--- config.mk ---
export PLATFORM = sky130hd
export DESIGN_NAME = core_ctl_bank
export DESIGN_NICKNAME = d
export VERILOG_FILES = /design/src/rtl/core_ctl_pkg.sv /design/src/rtl/cmd_decode.sv /design/src/rtl/thread_ctl.sv /design/src/rtl/read_mux.sv /design/src/rtl/core_ctl_bank.sv
export SDC_FILE = /design/constraint.sdc
export NUM_CORES = 1
export LEC_CHECK = 0
export BUFFER_PORTS_ARGS = -buffer_cell sky130_fd_sc_hd__clkbuf_2
export CORE_MARGIN = 2
export CORE_UTILIZATION = 33
export DETAILED_ROUTE_END_ITERATION = 12
export PLACE_DENSITY_LB_ADDON = 0.2
export SYNTH_ARGS = -nofsm -noshare
export SYNTH_HDL_FRONTEND = slang
export SYNTH_HIERARCHICAL = 1
export SYNTH_SLANG_ARGS = --single-unit
--- constraint.sdc ---
create_clock -name clk -period 1.5 [get_ports clk]
set_input_delay 0.075 -clock clk [delete_from_list [all_inputs] [get_ports clk]]
set_output_delay 0.075 -clock clk [all_outputs]
set_load 0.01 [all_outputs]
--- src/rtl/core_ctl_pkg.sv ---
package core_ctl_pkg;

  localparam int unsigned DATA_W = 64;
  localparam int unsigned LANE_W = 8;

  // register indices (byte address >> 3)
  localparam int unsigned IDX_THR_STATE = 32'h412;
  localparam int unsigned IDX_THR_INFO  = 32'h413;
  localparam int unsigned IDX_DIR_CTL   = 32'h449;
  localparam int unsigned IDX_RAS_STAT  = 32'h454;

  // command offsets inside a thread lane (MSB-first)
  localparam int unsigned OFF_STOP   = 7;
  localparam int unsigned OFF_START  = 6;
  localparam int unsigned OFF_SRESET = 4;
  localparam int unsigned OFF_CLRMNT = 3;

  // RAS-status flag offsets inside a thread lane (MSB-first)
  localparam int unsigned OFF_RAS_A = 0;
  localparam int unsigned OFF_RAS_B = 1;

  // thread-state base bit (MSB-first)
  localparam int unsigned THR_STATE_BASE = 56;

  typedef struct packed {
    logic stop;
    logic start;
    logic sreset;
    logic clrmnt;
  } thr_cmd_t;

  // convert an MSB-first bit number into an LSB-first vector index
  function automatic int unsigned msb0(input int unsigned n);
    return DATA_W - 1 - n;
  endfunction

endpackage

--- src/rtl/cmd_decode.sv ---
module cmd_decode
  import core_ctl_pkg::*;
#(
  parameter int NT = 4
) (
  input  logic [DATA_W-1:0]  wdata,
  output thr_cmd_t [NT-1:0]  cmd,
  output logic               leftover
);

  logic [DATA_W-1:0] known_mask;

  for (genvar t = 0; t < NT; t++) begin : g_lane
    localparam int unsigned BASE = LANE_W * t;
    assign cmd[t].stop   = wdata[msb0(BASE + OFF_STOP)];
    assign cmd[t].start  = wdata[msb0(BASE + OFF_START)];
    assign cmd[t].sreset = wdata[msb0(BASE + OFF_SRESET)];
    assign cmd[t].clrmnt = wdata[msb0(BASE + OFF_CLRMNT)];
  end

  always_comb begin
    known_mask = '0;
    for (int t = 0; t < NT; t++) begin
      known_mask[msb0(LANE_W * t + OFF_STOP)]   = 1'b1;
      known_mask[msb0(LANE_W * t + OFF_START)]  = 1'b1;
      known_mask[msb0(LANE_W * t + OFF_SRESET)] = 1'b1;
      known_mask[msb0(LANE_W * t + OFF_CLRMNT)] = 1'b1;
    end
  end

  assign leftover = |(wdata & ~known_mask);

endmodule

--- src/rtl/thread_ctl.sv ---
module thread_ctl
  import core_ctl_pkg::*;
(
  input  logic     clk,
  input  logic     rst,
  input  logic     fire,
  input  thr_cmd_t cmd,
  output logic     stop_p,
  output logic     start_p,
  output logic     sreset_p,
  output logic     clrmnt_p,
  output logic     stopped
);

  logic stopped_nxt;

  // ordered application: stop, start, soft reset (no flag effect), clear-maint
  always_comb begin
    stopped_nxt = stopped;
    if (fire) begin
      if (cmd.stop)   stopped_nxt = 1'b1;
      if (cmd.start)  stopped_nxt = 1'b0;
      if (cmd.clrmnt) stopped_nxt = 1'b0;
    end
  end

  always_ff @(posedge clk) begin
    if (rst) begin
      stop_p   <= 1'b0;
      start_p  <= 1'b0;
      sreset_p <= 1'b0;
      clrmnt_p <= 1'b0;
      stopped  <= 1'b0;
    end else begin
      stop_p   <= fire & cmd.stop;
      start_p  <= fire & cmd.start;
      sreset_p <= fire & cmd.sreset;
      clrmnt_p <= fire & cmd.clrmnt;
      stopped  <= stopped_nxt;
    end
  end

endmodule

--- src/rtl/read_mux.sv ---
module read_mux
  import core_ctl_pkg::*;
#(
  parameter int NT = 4
) (
  input  logic              clk,
  input  logic              rst,
  input  logic              rd_req,
  input  logic              sel_state,
  input  logic              sel_ras,
  input  logic [NT-1:0]     halted,
  input  logic [NT-1:0]     stopped,
  output logic              rd_valid,
  output logic [DATA_W-1:0] rd_data
);

  logic [DATA_W-1:0] state_word;
  logic [DATA_W-1:0] ras_word;
  logic [DATA_W-1:0] mux_word;

  always_comb begin
    state_word = '0;
    ras_word   = '0;
    for (int t = 0; t < NT; t++) begin
      state_word[msb0(THR_STATE_BASE + t)]       = halted[t];
      ras_word[msb0(LANE_W * t + OFF_RAS_A)]     = stopped[t];
      ras_word[msb0(LANE_W * t + OFF_RAS_B)]     = stopped[t];
    end
    // thread-info and unserved indices read as zero
    mux_word = '0;
    if (sel_state) mux_word = state_word;
    if (sel_ras)   mux_word = ras_word;
  end

  always_ff @(posedge clk) begin
    if (rst) begin
      rd_valid <= 1'b0;
      rd_data  <= '0;
    end else begin
      rd_valid <= rd_req;
      if (rd_req) rd_data <= mux_word;
    end
  end

endmodule

--- src/rtl/core_ctl_bank.sv ---
module core_ctl_bank
  import core_ctl_pkg::*;
#(
  parameter int NT     = 4,
  parameter int ADDR_W = 32
) (
  input  logic              clk,
  input  logic              rst,
  input  logic              req_valid,
  input  logic              req_write,
  input  logic [ADDR_W-1:0] req_addr,
  input  logic [63:0]       req_wdata,
  input  logic [NT-1:0]     thr_halted,
  output logic              rd_valid,
  output logic [63:0]       rd_data,
  output logic [NT-1:0]     stop_pulse,
  output logic [NT-1:0]     start_pulse,
  output logic [NT-1:0]     sreset_pulse,
  output logic [NT-1:0]     clrmnt_pulse,
  output logic              unimpl_bits,
  output logic              unimpl_access
);

  localparam int IDX_W = ADDR_W - 3;

  logic [IDX_W-1:0] idx;
  logic hit_state, hit_info, hit_dc, hit_ras;
  logic rd_req, wr_req, wr_dc, bad_acc;
  thr_cmd_t [NT-1:0] cmd;
  logic leftover;
  logic [NT-1:0] stopped;

  assign idx       = req_addr[ADDR_W-1:3];
  assign hit_state = (idx == IDX_W'(IDX_THR_STATE));
  assign hit_info  = (idx == IDX_W'(IDX_THR_INFO));
  assign hit_dc    = (idx == IDX_W'(IDX_DIR_CTL));
  assign hit_ras   = (idx == IDX_W'(IDX_RAS_STAT));

  assign rd_req  = req_valid & ~req_write;
  assign wr_req  = req_valid &  req_write;
  assign wr_dc   = wr_req & hit_dc;
  assign bad_acc = (rd_req & ~(hit_state | hit_info | hit_ras)) |
                   (wr_req & ~hit_dc);

  cmd_decode #(.NT(NT)) u_dec (
    .wdata    (req_wdata),
    .cmd      (cmd),
    .leftover (leftover)
  );

  for (genvar t = 0; t < NT; t++) begin : g_thr
    thread_ctl u_thr (
      .clk      (clk),
      .rst      (rst),
      .fire     (wr_dc),
      .cmd      (cmd[t]),
      .stop_p   (stop_pulse[t]),
      .start_p  (start_pulse[t]),
      .sreset_p (sreset_pulse[t]),
      .clrmnt_p (clrmnt_pulse[t]),
      .stopped  (stopped[t])
    );
  end

  read_mux #(.NT(NT)) u_rd (
    .clk       (clk),
    .rst       (rst),
    .rd_req    (rd_req),
    .sel_state (hit_state),
    .sel_ras   (hit_ras),
    .halted    (thr_halted),
    .stopped   (stopped),
    .rd_valid  (rd_valid),
    .rd_data   (rd_data)
  );

  always_ff @(posedge clk) begin
    if (rst) begin
      unimpl_bits   <= 1'b0;
      unimpl_access <= 1'b0;
    end else begin
      unimpl_bits   <= wr_dc & leftover;
      unimpl_access <= bad_acc;
    end
  end

endmodule

# Word-level counts from Yosys, hierarchy flattened
# Cells that the tools add are included.
totals:
  register_bits: 87
  input_bits: 104
  elab_cells: 79
classes:
  n_eq_ne: 4
  n_mux: 14
  n_bitwise: 28
  n_reduce_logical: 9
ops:
  columns: ["cell", "n"]
  rows:
  - ["$eq 29x11->1 const B", 4]
  - ["$mux 64", 1]
  - ["$reduce_or 48->1", 1]
  - ["$and 1x1->1", 22]
  - ["$mux 1", 12]
  - ["$reduce_bool 3->1", 4]
  - ["$mux 8", 1]
  - ["$reduce_and 2->1", 4]
  - ["$not 1->1", 3]
  - ["$or 1x1->1", 3]

# Longest topological paths before layout
depth:
  ltp_word: 6
  mapped_depth: 6
  ltp_nobuf: 6

# Modules after synthesis
# Netlist, hierarchy kept.
by_module_without_submodules:
  columns: ["module", "n_inst", "cells_each", "area_per_inst_um2", "seq_area_each_um2"]
  rows:
  - ["read_mux", 1, 93, 783.3, 180.2]
  - ["thread_ctl", 4, 14, 157.7, 100.1]
  - ["core_ctl_bank", 1, 30, 241.5, 40.0]
  - ["cmd_decode", 1, 32, 226.5, 0.0]

# Worst setup path before layout
# No wires, ideal clock.
synth_path:
  path_kind: "input-to-reg"
  from: "in req_addr[22]"
  to: "reg u_rd.rd_data[4]"
  setup_time_ps: 130
  arrival_ps: 1369
  required_ps: 1370
  setup_slack_ps: 0
  cell_stages: 5
  n_path_buf: 0
  path_cell_list: "nor4_2 > nand4_1 > nor4b_1 > nand4b_1 > a21oi_1"
synth_lines:
  columns: ["item", "line_no", "rtl"]
  rows:
  - ["start, declared", "core_ctl_bank.sv:11", "input logic [ADDR_W-1:0] req_addr,"]
  - ["$eq 29x11->1", "core_ctl_bank.sv:37", "assign hit_ras = (idx == IDX_W'(IDX_RAS_STAT));"]
  - ["via hit_ras", "core_ctl_bank.sv:27", "logic hit_state, hit_info, hit_dc, hit_ras;"]
  - ["$mux 64", "read_mux.sv:32", "if (sel_ras) mux_word = ras_word;"]
  - ["end signal, assigned", "read_mux.sv:41", "if (rd_req) rd_data <= mux_word;"]
  - ["end, declared", "read_mux.sv:14", "output logic [DATA_W-1:0] rd_data"]
# The timed path passes the listed nets, and every way through them passes these cells.
# A chain may end at the register's enable or synchronous reset.

# Worst setup path after layout
layout_path:
  from: "in req_addr[12]"
  to: "reg g_thr[2].u_thr.start_p"
layout_via:
  elab_chain_len: 3
layout_rtl:
  columns: ["item", "line_no", "rtl"]
  rows:
  - ["$eq 29x11->1", "core_ctl_bank.sv:36", "assign hit_dc = (idx == IDX_W'(IDX_DIR_CTL));"]
  - ["$and 1x1->1", "core_ctl_bank.sv:41", "assign wr_dc = wr_req & hit_dc;"]
  - ["via wr_dc", "core_ctl_bank.sv:28", "logic rd_req, wr_req, wr_dc, bad_acc;"]
  - ["$and 1x1->1", "thread_ctl.sv:36", "start_p <= fire & cmd.start;"]
  - ["end signal, assigned", "thread_ctl.sv:36", null]
  - ["end, declared", "thread_ctl.sv:9", "output logic start_p,"]
# The timed path passes the listed nets, and every way through them passes these cells.

==> impl_summary.log <==
[metrics] summed negative setup slack over all endpoints: 0 ns
[metrics] Arrival @ worst endpoint: 1.43 ns
[metrics] die footprint: 6320 µm²
[metrics] core outline area: roughly 5500 µm²
[metrics] total vias in the final route: between 1500 and 2000
[metrics] number of standard-cell rows in the floorplan: 27
[metrics] Global Route met2 Usage: 0.239
[metrics] gr ovfl total: 0
[metrics] via count of the first global-routing pass: 1484
[metrics] Antenna Violating Nets Remaining: 0
[metrics] number of placed instances with taps included: approximately 400
[metrics] post-synthesis cell type count: 32
[metrics] worst IR drop on VDD: 0.000458 V
[metrics] number of setup violations in the final report: 0
[metrics] type of the worst setup path: primary input to flip-flop
[metrics] worst hold margin: 0.0124 ns
[metrics] fraction of layout cells with a size suffix above 1: 0.466
[metrics] slowest stage cell on the critical path: sky130_fd_sc_hd__nor4b_2
[metrics] placed inst area: 2310 µm²
[metrics] synth-to-layout area growth: 31.8%
[metrics] leading cell type by number of instances after synthesis: sky130_fd_sc_hd__buf_4
[metrics] transition time at the pin with the least slew margin: 0.514 ns
[metrics] worst clock skew: 0.00285 ns
[metrics] largest net degree at the start of global routing: 18
[metrics] final layout net count: 440
[metrics] input/output buffers: 131
[metrics] HP Class: primary input to flip-flop
[metrics] summed area of non-filler cells in the final layout: 2480 µm²
[metrics] count of inserted antenna diode cells: 0
[metrics] clock period minus worst slack: 1.21 ns
[metrics] Hold Vio Cnt, Final: 0
[metrics] flop and latch count out of synthesis: 31
[metrics] Relative slew margins: 0.657
[metrics] fin cells: ~410
[metrics] number of antenna violations at the first check in global routing: 0
[metrics] Worst R2R Path Depth: 2
[metrics] critical path capture point type: flip-flop
[metrics] post-route clock period utilization: 0.804
[metrics] required time at the worst-slack endpoint: ~1.7 ns
[metrics] crit path cell chain: clkbuf_2 -> nor4b_2 -> nand4_1 -> nor2_1 -> and3_1 -> buf_12 -> nor2b_4 -> and2_1
[metrics] CTS tree: yes
[metrics] gpl congestion: between 0.6 and 0.7
[metrics] number of synthesized flops with an enable pin: 0
[metrics] DR iter-0 viols: 34
[metrics] die outline height: just under 80 µm
[metrics] count of synthesis-stage warnings from yosys: 6
[metrics] Clock H-tree levels: 2
[metrics] Vias per Instance: between 4 and 5
[metrics] largest area contributor in the netlist: sky130_fd_sc_hd__dfxtp_1
[metrics] aggregate global-route resource usage: 0.128
[metrics] total iterations of the first detailed-routing run: 4
[metrics] Static Leak: 0.00125 µW
[metrics] Gates resized, CTS repair: 0
[metrics] CTS buffer count: 5
[metrics] max-capacitance violation count: 0
[metrics] most area-consuming cells after synthesis: sky130_fd_sc_hd__dfxtp_1 33%, sky130_fd_sc_hd__buf_4 29%, sky130_fd_sc_hd__and2_1 4.0%
[metrics] post-detail-place hpwl: roughly 3700 µm
[metrics] met3 Usage GRT: 0.0385
[metrics] Synth async-reset ratio: 0
[metrics] wire length of the first global-routing pass: 6420 µm
[metrics] chip width: about 80 µm
[metrics] post-route DRC violation count: 0
[metrics] RSZ-0062 raised after global routing: false
[metrics] routed wire length per instance: about 11 µm
[metrics] number of top-level pins: 187
[metrics] main flop type after synthesis: sky130_fd_sc_hd__dfxtp_1
[metrics] CTS Sinks: 31
[metrics] maximum fanout count along the critical path: 16
[metrics] cell count of the worst hold path: 3
[metrics] Post-synth top cells: 72 x sky130_fd_sc_hd__buf_4, 31 x sky130_fd_sc_hd__dfxtp_1, 12 x sky130_fd_sc_hd__a21oi_1, 12 x sky130_fd_sc_hd__and2_1, 12 x sky130_fd_sc_hd__nor4_1
[metrics] power density cells: 777 nW/µm²
[metrics] status: finished, final reports clean
[metrics] clock-pin slew of the registers on the worst-case setup and hold paths: ~0.07 ns
[metrics] clock root buffer: sky130_fd_sc_hd__clkbuf_8
[metrics] fmax: 829 MHz
[metrics] GR peak layer: met2
[metrics] area share of the largest cell type after synthesis: 0.330
[metrics] Syn Std Cell Area: around 1900 µm²
[metrics] total wirelength of the detailed-routed design: roughly 4300 µm
[metrics] starting utilization of the core area: 0.342
[metrics] later-pin clock latency in the skew report: ~0.28 ns
[metrics] routing usage on met1: 0.132
[metrics] maximum buffer depth of the clock tree: 2
[metrics] kind of launch point of the worst setup path: primary input
[metrics] post-synthesis sequential area ratio: 0.330
[metrics] CP peak stage delay: 0.26 ns
[metrics] number of max-slew violations in the final report: 0
[metrics] number of instances in the synthesized netlist: 211
[metrics] mean post-synth cell area: 8.92 µm²
## where the power goes
part	internal [µW]	leakage, µW	switching (µW)	total [µW]
logic	125	0.000935	136	261
registers	826	0.000250	0.533	826
clock network	537	0.0000612	303	840
total	1490	0.00125	440	1930
## what timing repair did
action,CTS,global route
hold buffers,5,0
hold endpoints to repair,5,0
setup buffers,0,0
## flip-flops by register name, summed over array words and instances (netlist names)
register and cells:
g_thr.u_thr/clrmnt_p 4, g_thr.u_thr/stopped 4, g_thr.u_thr/sreset_p 4, g_thr.u_thr/stop_p 4, unimpl_bits 1, u_rd/rd_data 8, unimpl_access 1, u_rd/rd_valid 1
g_thr.u_thr/start_p 4
## final cells by class
| cell class | instances | area, µm² |
|---|---|---|
| fillers | 571 | 3030 |
| clock buffers | 6 | 82.6 |
| flip-flops and latches | 31 | 621 |
| clock inverters | 2 | 35.0 |
| well taps | 72 | 90.1 |
| repair buffers | 141 | 756 |
| inverters | 1 | 3.75 |
| multi-input cells | 156 | 893 |
## critical path, delay by kind of cell
kind | cells | cell delay [ns]
buffers and inverters | 2 | 0.24
AND/OR/NAND/NOR | 6 | 1.11
## stage by stage
stage / total power [µW] / util / setup slack (ns)
final: 1930 / 0.451 / 0.293
after global routing: 2010 / 0.451 / 0.153
after CTS: 1960 / 0.451 / 0.275
after detailed placement: 1090 / 0.420 / -0.0246
after global placement: 1090 / 0.420 / 0.0276
after floorplan: 1070 / - / 0.000213
## final timing paths
path | startpoint | to | slack [ns]
worst min-delay path | req_wdata[32] | g_thr[3].u_thr/stop_p | 0.01
worst max register to register | u_rd/rd_data[47] | u_rd/rd_data[47] | 0.87
worst min register to register | u_rd/rd_data[6] | u_rd/rd_data[6] | 0.47
worst max-delay path | req_addr[12] | g_thr[2].u_thr/start_p | 0.29
## layer usage
| metal | routed length, µm | up-vias |
|---|---|---|
| li1 | - | 851 |
| met1 | 1550 | 724 |
| met2 | 2280 | 93 |
| met3 | 402 | 8 |
| met4 | 70 | 0 |
| met5 | 0 | - |
## placed cells by master (no fill, tap or decap)
cell type / count
sky130_fd_sc_hd__a21boi_0: 1
sky130_fd_sc_hd__a21oi_1: 12
sky130_fd_sc_hd__and2_1: 12
sky130_fd_sc_hd__and3_1: 1
sky130_fd_sc_hd__and4_1: 1
sky130_fd_sc_hd__and4bb_1: 2
sky130_fd_sc_hd__buf_12: 1
sky130_fd_sc_hd__buf_4: 4
sky130_fd_sc_hd__bufinv_16: 1
sky130_fd_sc_hd__clkbuf_2: 131
sky130_fd_sc_hd__clkbuf_8: 6
sky130_fd_sc_hd__clkinv_2: 1
sky130_fd_sc_hd__conb_1: 52
sky130_fd_sc_hd__dfxtp_1: 31
sky130_fd_sc_hd__dlygate4sd3_1: 5
sky130_fd_sc_hd__inv_1: 1
sky130_fd_sc_hd__nand2_1: 8
sky130_fd_sc_hd__nand2b_1: 3
sky130_fd_sc_hd__nand2b_2: 5
sky130_fd_sc_hd__nand3_1: 4
sky130_fd_sc_hd__nand4_1: 4
sky130_fd_sc_hd__nand4b_1: 4
sky130_fd_sc_hd__nor2_1: 7
sky130_fd_sc_hd__nor2b_1: 4
sky130_fd_sc_hd__nor2b_4: 4
sky130_fd_sc_hd__nor3_1: 6
sky130_fd_sc_hd__nor3b_1: 1
sky130_fd_sc_hd__nor4_1: 12
sky130_fd_sc_hd__nor4_2: 3
sky130_fd_sc_hd__nor4b_1: 1
sky130_fd_sc_hd__nor4b_2: 1
sky130_fd_sc_hd__nor4bb_1: 1
sky130_fd_sc_hd__o2111ai_1: 1
sky130_fd_sc_hd__o21a_1: 4
sky130_fd_sc_hd__o31ai_1: 1
sky130_fd_sc_hd__or3_1: 1
## kinds of logic (layout without fill, tap and decap cells)
kind of cell	Yosys count	in the layout	synth area share
and+or+nand+nor	85	85	0.311
buffers and inverters	75	150	0.297
DFF	31	31	0.330
AOI/OAI and AO/OA	19	19	0.0605
other	1	52	0.00199
(Power assumes the default switching activity.)
